[config.mk]
export PLATFORM = sky130hd
export DESIGN_NAME = arinc_byte_tx
export DESIGN_NICKNAME = d
export VERILOG_FILES = /design/src/rtl/arinc_tx_pkg.sv /design/src/rtl/atx_loader.sv /design/src/rtl/atx_shifter.sv /design/src/rtl/atx_encode.sv /design/src/rtl/arinc_byte_tx.sv
export SDC_FILE = /design/constraint.sdc
export NUM_CORES = 1
export LEC_CHECK = 0
export CAP_MARGIN = 20
export CORE_MARGIN = 2
export CORE_UTILIZATION = 41
export DETAILED_ROUTE_END_ITERATION = 12
export HOLD_SLACK_MARGIN = 0.02
export PLACE_DENSITY = 0.59
export SYNTH_ARGS = -nofsm -noshare
export SYNTH_HDL_FRONTEND = slang
export SYNTH_SLANG_ARGS = --single-unit
[constraint.sdc]
create_clock -name clk -period 2.5 [get_ports clk]
set_input_delay 0.5 -clock clk [delete_from_list [all_inputs] [get_ports clk]]
set_output_delay 0.5 -clock clk [all_outputs]
set_load 0.005 [all_outputs]
[src/rtl/arinc_tx_pkg.sv]
// Shared defaults and types for the byte-loaded ARINC word transmitter.
package arinc_tx_pkg;
    localparam int DEF_BYTE_W    = 8;
    localparam int DEF_NUM_BYTES = 4;
    localparam int DEF_GAP_BITS  = 4;
    localparam int DEF_SYNC_BIT  = 8;

    // Holding buffer state: empty and not armed, partly filled, full.
    typedef enum logic [1:0] {
        LD_EMPTY = 2'd0,
        LD_FILL  = 2'd1,
        LD_FULL  = 2'd2
    } ld_state_e;
endpackage

[src/rtl/atx_loader.sv]
// Byte loader: synchronizes the write strobe, the address line and the parity
// enable into the transmit clock domain and assembles NUM_BYTES bytes into the
// holding buffer. Assumes data_i stays stable from the strobe's rising edge
// until at least three clock edges later, and NUM_BYTES >= 2.
module atx_loader
    import arinc_tx_pkg::*;
#(
    parameter int BYTE_W    = 8,
    parameter int NUM_BYTES = 4,
    localparam int WORD_W   = BYTE_W * NUM_BYTES,
    localparam int CNT_W    = $clog2(NUM_BYTES)
) (
    input  logic              clk,
    input  logic              rst_n,
    input  logic [BYTE_W-1:0] data_i,
    input  logic              wr_n_i,
    input  logic              a0_i,
    input  logic              par_en_i,
    input  logic              take_i,
    output logic [WORD_W-1:0] buf_o,
    output logic              full_o,
    output logic              par_en_o
);
    localparam logic [CNT_W-1:0] LAST_CNT = CNT_W'(NUM_BYTES - 1);

    logic [2:0]        wr_q;
    logic [1:0]        a0_q;
    logic [1:0]        par_q;
    logic              wr_edge;
    ld_state_e         state_q;
    logic [CNT_W-1:0]  cnt_q;
    logic [WORD_W-1:0] hold_q;

    // Two-flop synchronizers plus one extra strobe stage for edge detection.
    always_ff @(posedge clk) begin
        if (!rst_n) begin
            wr_q  <= '1;
            a0_q  <= '0;
            par_q <= '0;
        end else begin
            wr_q  <= {wr_q[1:0], wr_n_i};
            a0_q  <= {a0_q[0], a0_i};
            par_q <= {par_q[0], par_en_i};
        end
    end

    assign wr_edge = wr_q[1] & ~wr_q[2];

    // Byte sequencing and buffer fill; writes are ignored while the buffer is full.
    always_ff @(posedge clk) begin
        if (!rst_n) begin
            state_q <= LD_EMPTY;
            cnt_q   <= '0;
            hold_q  <= '0;
        end else if (take_i) begin
            state_q <= LD_EMPTY;
        end else if (wr_edge && state_q != LD_FULL) begin
            if (a0_q[1]) begin
                hold_q[BYTE_W-1:0] <= data_i;
                cnt_q              <= CNT_W'(1);
                state_q            <= LD_FILL;
            end else if (state_q == LD_FILL) begin
                hold_q[cnt_q*BYTE_W +: BYTE_W] <= data_i;
                cnt_q <= (cnt_q == LAST_CNT) ? '0 : cnt_q + 1'b1;
                if (cnt_q == LAST_CNT) state_q <= LD_FULL;
            end
        end
    end

    assign buf_o    = hold_q;
    assign full_o   = (state_q == LD_FULL);
    assign par_en_o = par_q[1];

    // a full buffer keeps its contents until the shifter takes it.
    assert_hold_when_full_R5: assert property (@(posedge clk) disable iff (!rst_n)
        (full_o && !take_i) |=> (full_o && $stable(hold_q)));

    // the buffer only becomes full after a detected strobe edge.
    assert_full_after_edge_R4: assert property (@(posedge clk) disable iff (!rst_n)
        $rose(full_o) |-> $past(wr_edge));
endmodule

[src/rtl/atx_shifter.sv]
// Word sequencer and shift register: a single position counter walks through
// WORD_W data slots and GAP_BITS gap slots and rests in the last gap slot while
// idle. A full buffer is taken only in that last slot. The parity bit is
// inserted at transfer time.
module atx_shifter #(
    parameter int WORD_W   = 32,
    parameter int GAP_BITS = 4,
    localparam int PERIOD  = WORD_W + GAP_BITS,
    localparam int POS_W   = $clog2(PERIOD)
) (
    input  logic              clk,
    input  logic              rst_n,
    input  logic [WORD_W-1:0] buf_i,
    input  logic              full_i,
    input  logic              par_en_i,
    output logic              take_o,
    output logic              bit_o,
    output logic              in_word_o,
    output logic [POS_W-1:0]  pos_o
);
    localparam logic [POS_W-1:0] LAST_POS = POS_W'(PERIOD - 1);
    localparam logic [POS_W-1:0] WORD_POS = POS_W'(WORD_W);

    logic [POS_W-1:0]  pos_q;
    logic [WORD_W-1:0] sh_q;
    logic [WORD_W-1:0] word_in;

    // Replace the top bit by odd parity over the rest when enabled.
    always_comb begin
        word_in = buf_i;
        if (par_en_i) word_in[WORD_W-1] = ~^buf_i[WORD_W-2:0];
    end

    assign take_o = full_i && (pos_q == LAST_POS);

    // Advance the slot counter, load on transfer, shift out least significant bit first.
    always_ff @(posedge clk) begin
        if (!rst_n) begin
            pos_q <= LAST_POS;
            sh_q  <= '0;
        end else if (take_o) begin
            pos_q <= '0;
            sh_q  <= word_in;
        end else if (pos_q != LAST_POS) begin
            pos_q <= pos_q + 1'b1;
            sh_q  <= sh_q >> 1;
        end
    end

    assign bit_o     = sh_q[0];
    assign in_word_o = (pos_q < WORD_POS);
    assign pos_o     = pos_q;

    // a word starts only out of the last gap slot with a full buffer.
    assert_start_from_slot_R6: assert property (@(posedge clk) disable iff (!rst_n)
        (pos_q == '0) |-> ($past(pos_q) == LAST_POS && $past(full_i)));

    // a word loaded with parity enabled holds an odd number of ones.
    assert_odd_word_R7: assert property (@(posedge clk) disable iff (!rst_n)
        (pos_q == '0 && $past(par_en_i)) |-> (^sh_q));
endmodule

[src/rtl/atx_encode.sv]
// Output encoder: return-to-zero one and zero strobes gated by the clock's high
// half, level-coded serial data, and the active-low sync in the low half of the
// sync bit. Assumes a free-running transmit clock with a near 50% duty cycle.
module atx_encode #(
    parameter int POS_W    = 6,
    parameter int SYNC_BIT = 8
) (
    input  logic             clk,
    input  logic             bit_i,
    input  logic             in_word_i,
    input  logic [POS_W-1:0] pos_i,
    output logic             data_one_o,
    output logic             data_zero_o,
    output logic             ser_data_o,
    output logic             sync_n_o
);
    localparam logic [POS_W-1:0] SYNC_POS = POS_W'(SYNC_BIT - 1);

    // Combinational encoding of the current slot.
    always_comb begin
        data_one_o  = in_word_i &  bit_i & clk;
        data_zero_o = in_word_i & ~bit_i & clk;
        ser_data_o  = in_word_i &  bit_i;
        sync_n_o    = ~(in_word_i & (pos_i == SYNC_POS) & ~clk);
    end
endmodule

[src/rtl/arinc_byte_tx.sv]
// Top level: byte loader, word shifter and output encoder on one transmit clock.
// Assumes the host writes only while ready_o is high and keeps par_en_i stable
// while a word is waiting for transfer.
module arinc_byte_tx
    import arinc_tx_pkg::*;
#(
    parameter int BYTE_W    = DEF_BYTE_W,
    parameter int NUM_BYTES = DEF_NUM_BYTES,
    parameter int GAP_BITS  = DEF_GAP_BITS,
    parameter int SYNC_BIT  = DEF_SYNC_BIT
) (
    input  logic              clk,
    input  logic              rst_n,
    input  logic [BYTE_W-1:0] data_i,
    input  logic              wr_n,
    input  logic              a0_i,
    input  logic              par_en_i,
    output logic              ready_o,
    output logic              data_one_o,
    output logic              data_zero_o,
    output logic              ser_data_o,
    output logic              sync_n_o
);
    localparam int WORD_W = BYTE_W * NUM_BYTES;
    localparam int PERIOD = WORD_W + GAP_BITS;
    localparam int POS_W  = $clog2(PERIOD);

    logic [WORD_W-1:0] buf_w;
    logic              full_w;
    logic              par_w;
    logic              take_w;
    logic              bit_w;
    logic              in_word_w;
    logic [POS_W-1:0]  pos_w;

    atx_loader #(.BYTE_W(BYTE_W), .NUM_BYTES(NUM_BYTES)) u_loader (
        .clk      (clk),
        .rst_n    (rst_n),
        .data_i   (data_i),
        .wr_n_i   (wr_n),
        .a0_i     (a0_i),
        .par_en_i (par_en_i),
        .take_i   (take_w),
        .buf_o    (buf_w),
        .full_o   (full_w),
        .par_en_o (par_w)
    );

    atx_shifter #(.WORD_W(WORD_W), .GAP_BITS(GAP_BITS)) u_shifter (
        .clk       (clk),
        .rst_n     (rst_n),
        .buf_i     (buf_w),
        .full_i    (full_w),
        .par_en_i  (par_w),
        .take_o    (take_w),
        .bit_o     (bit_w),
        .in_word_o (in_word_w),
        .pos_o     (pos_w)
    );

    atx_encode #(.POS_W(POS_W), .SYNC_BIT(SYNC_BIT)) u_encode (
        .clk         (clk),
        .bit_i       (bit_w),
        .in_word_i   (in_word_w),
        .pos_i       (pos_w),
        .data_one_o  (data_one_o),
        .data_zero_o (data_zero_o),
        .ser_data_o  (ser_data_o),
        .sync_n_o    (sync_n_o)
    );

    assign ready_o = ~full_w;

    // ready is high in the first cycle after reset.
    assert_ready_after_reset_R8: assert property (@(posedge clk)
        (rst_n && !$past(rst_n)) |-> ready_o);
endmodule

==> run_results.csv <==
group,metric,value,unit
floorplanning,fp.dieH,99.9,um
cells_and_area,fin_cells,527,
routing,drt_drc_violations_left,0,
cells_and_area,multi_input_comb_area,2040,um2
min_path,hp-class,"reg -> reg",
cells_and_area,layout_common_cells,"81 x dfxtp_1, 65 x nand2_1, 32 x o211a_1",
placement,gp_congestion,0.815,
synthesis,synth_edf_count,0,
global_routing,grt_max_degree,37,
critical_path,cpMostUsedCell,"clkbuf_8",
synthesis,muxShareOfSynthArea,8.23,%
global_routing,grt_pass1_vias,2864,
routing,drt_wl_total,7960,um
pwr,vdd_drop_max,0.000421,V
routing,vias,2807,
global_routing,gr-total-overflow,0,
global_routing,grt_pass1_wl,13700,um
cells_and_area,num-nets-final,435,
critical_path,cp_slowest_cell,"dlygate4sd2_1",
pwr,intPower,2.91,mW
placement,dp_hpwl,5470,um
routing,vias_per_cell,5.33,
routing,drtAntennaViolNets,0,
placement,portBuffers,17,
sta,slew_violations,0,
cells_and_area,area_delta_synth_final,15.6,%
pwr,p_sw,1.28,mW
cells_and_area,drive_gt1_share,8.11,%
cells_and_area,num-fill-cells,838,
synthesis,synthAdderAreaFrac,2.32,%
critical_path,start_kind,"clock port",
synthesis,synth.area.top_cells,"dfxtp_1 43%, o211a_1 8.5%, mux2i_1 8.2%",
synthesis,synth-seq-cells,81,
synthesis,syn_area,3770,um2
floorplanning,die-area,9980,um2
floorplanning,die_w,99.9,um
placement,post-place-cells,508,
critical_path,worst-setup-path-type,"clk -> out",
floorplanning,core_area,8810,um2
critical_path,critPathTopFamily,"buffers and inverters",
sta,fin_tns_setup,0,ps
cells_and_area,layout_commonest_cell,"dfxtp_1",
sta,slew_headroom,60.0,%
pwr,power_frac_seq,41.1,%
global_routing,antenna_found_initial,0,
synthesis,synth_top_area_share,43.0,%
floorplanning,initial_core_util,42.8,%
clocking,worstSkewPairLatency,460,ps
synthesis,netlist.top_cell.by_area,"dfxtp_1",
synthesis,synth_compound_area_share,17.7,%
synthesis,synth_xor_area_share,8.63,%
pwr,p_leak,2.09,nW
routing,drt-wirelength-per-cell,15.1,um
pwr,p_per_area,963,nW/um2
pwr,pwr-share-comb,27.3,%
synthesis,netlist_instances,394,
routing,first_iter_violations,143,
synthesis,yosysWarnings,0,
sta,fin_worst_skew,7.19,ps
pwr,switching_share,30.6,%
clocking,cts_tree,"done",
run,max_cap_viol_count,0,
cells_and_area,antenna_cells,0,
floorplanning,rows,34,
synthesis,synth-simple-area-share,17.3,%
global_routing,grt_usage,17.8,%
clocking,path_clk_slew,80,ps
synthesis,synth_top_family_by_area,"compound AO/OA/AOI/OAI gates",
sta,rsz0062_at_grt,"false",
pwr,p_clk_share,31.5,%
cells_and_area,final-seq-area,1620,um2
critical_path,crit_fanout,2,
synthesis,synth_cell_type_count,35,
clocking,post-cts-setup-buffer-count,0,
synthesis,synthFlopType,"dfxtp_1",
status,outcome,"finished, final reports clean",
sta,setup_viol,0,
routing,drt_first_pass_iters,4,
critical_path,cp_num_buf_inv,3,
critical_path,worst_path_largest_cell_delay,270,ps
critical_path,crit_path_end_kind,"output port",
synthesis,avgSynthCellArea,9.57,um2
sta,hold_viol_final,0,
floorplanning,num_io_pins,18,
critical_path,crit_chain,"clkbuf_8 -> clkbuf_8 -> nor2_1 -> nand4_1 -> dlygate4sd2_1",
critical_path,required,2000,ps
synthesis,ys_seq_area_share,43.0,%
sta,worst_slew_pin_slew,600,ps
synthesis,async_flop_share,0,%
synthesis,syn_nets,414,
critical_path,cp_data_arrival_time,1930,ps
## routing by layer
metal | up-vias | wire [um] | GRT usage (%)
li1 | 1427 | - | -
met1 | 1335 | 4010 | 23.2
met2 | 33 | 3590 | 27.3
met5 | - | 0 | 0
met3 | 12 | 228 | 4.53
met4 | 0 | 133 | 9.06
## repair_timing
action | in CTS | in global routing
hold buffers | 0 | 0
setup endpoints to repair | 3 | 0
gates resized for setup | 3 | 0
## sequential cells by signal (all words and copies together), names as in the netlist
register and count:
u_loader.a0_q 2, u_loader.buf_o 32, u_loader.cnt_q 2, u_loader.par_q 2
u_loader.state_q 2, u_loader.wr_q 3, u_shifter.pos_o 6, u_shifter.sh_q 32
## power by group through the flow
stage,clock network (mW),registers [mW],logic (mW)
6_report,1.32,1.73,1.15
2_1_floorplan,0.00524,1.71,0.944
3_3_place_gp,0.00524,1.75,1.10
5_1_grt,1.41,1.76,1.33
4_1_cts,1.34,1.73,1.16
3_5_place_dp,0.00524,1.76,1.15
## cells by family after synthesis
logic type      after synthesis
flops                        81
buf+inv                      27
compound gates               82
simple gates                136
fa+ha+maj                     7
xor+xnor                     30
mux                          31
## stage by stage
stage	hold WS, ps	util, %	power, mW	setup WS, ps	area, um2
after global placement	402	46.2	2.86	155	4070
final	417	49.5	4.19	71.0	4360
after floorplan	386	-	2.65	569	3770
after CTS	424	49.5	4.23	56.7	4360
after detailed placement	405	46.2	2.91	155	4070
after global routing	432	49.5	4.50	5.65	4360
## layout make-up
cell class              instances  area share [%]
clock buffers                  19            5.20
clock inverters                 3            2.07
inverters                       4           0.345
multi-input cells             286            46.9
flip-flops and latches         81            37.2
well taps                     108            3.10
repair buffers                 26            5.17
## Yosys cell counts (all sizes together) (5+ instances only)
master and n:
a21boi 24, a22oi 9, and2 9, buf 10, clkbuf 13, dfxtp 81, ha 7, mux2i 31
nand2 65, nand2b 5, nand3 27, nor2 9, nor2b 11, o211a 32, o21ai 8, xnor2 23
## path summary, 6_finish.rpt
| path | start | end | slack (ps) | cells past startpoint |
|---|---|---|---|---|
| min reg2reg | u_loader.wr_q[0] | u_loader.wr_q[1] | 420 | 1 |
| min | u_loader.wr_q[0] | u_loader.wr_q[1] | 420 | 1 |
| max reg2reg | u_shifter.pos_o[0] | u_shifter.sh_q[21] | 660 | 5 |
| max | clk | sync_n_o | 70 | 5 |
## worst register-to-register path, cell delays in order (launching register included)
cell	delay, ps
dfxtp_1	360
ha_1	250
and4b_2	570
buf_4	340
nand2_1	90
o211a_1	130
No activity file was read; power rests on OpenSTA's default activity.
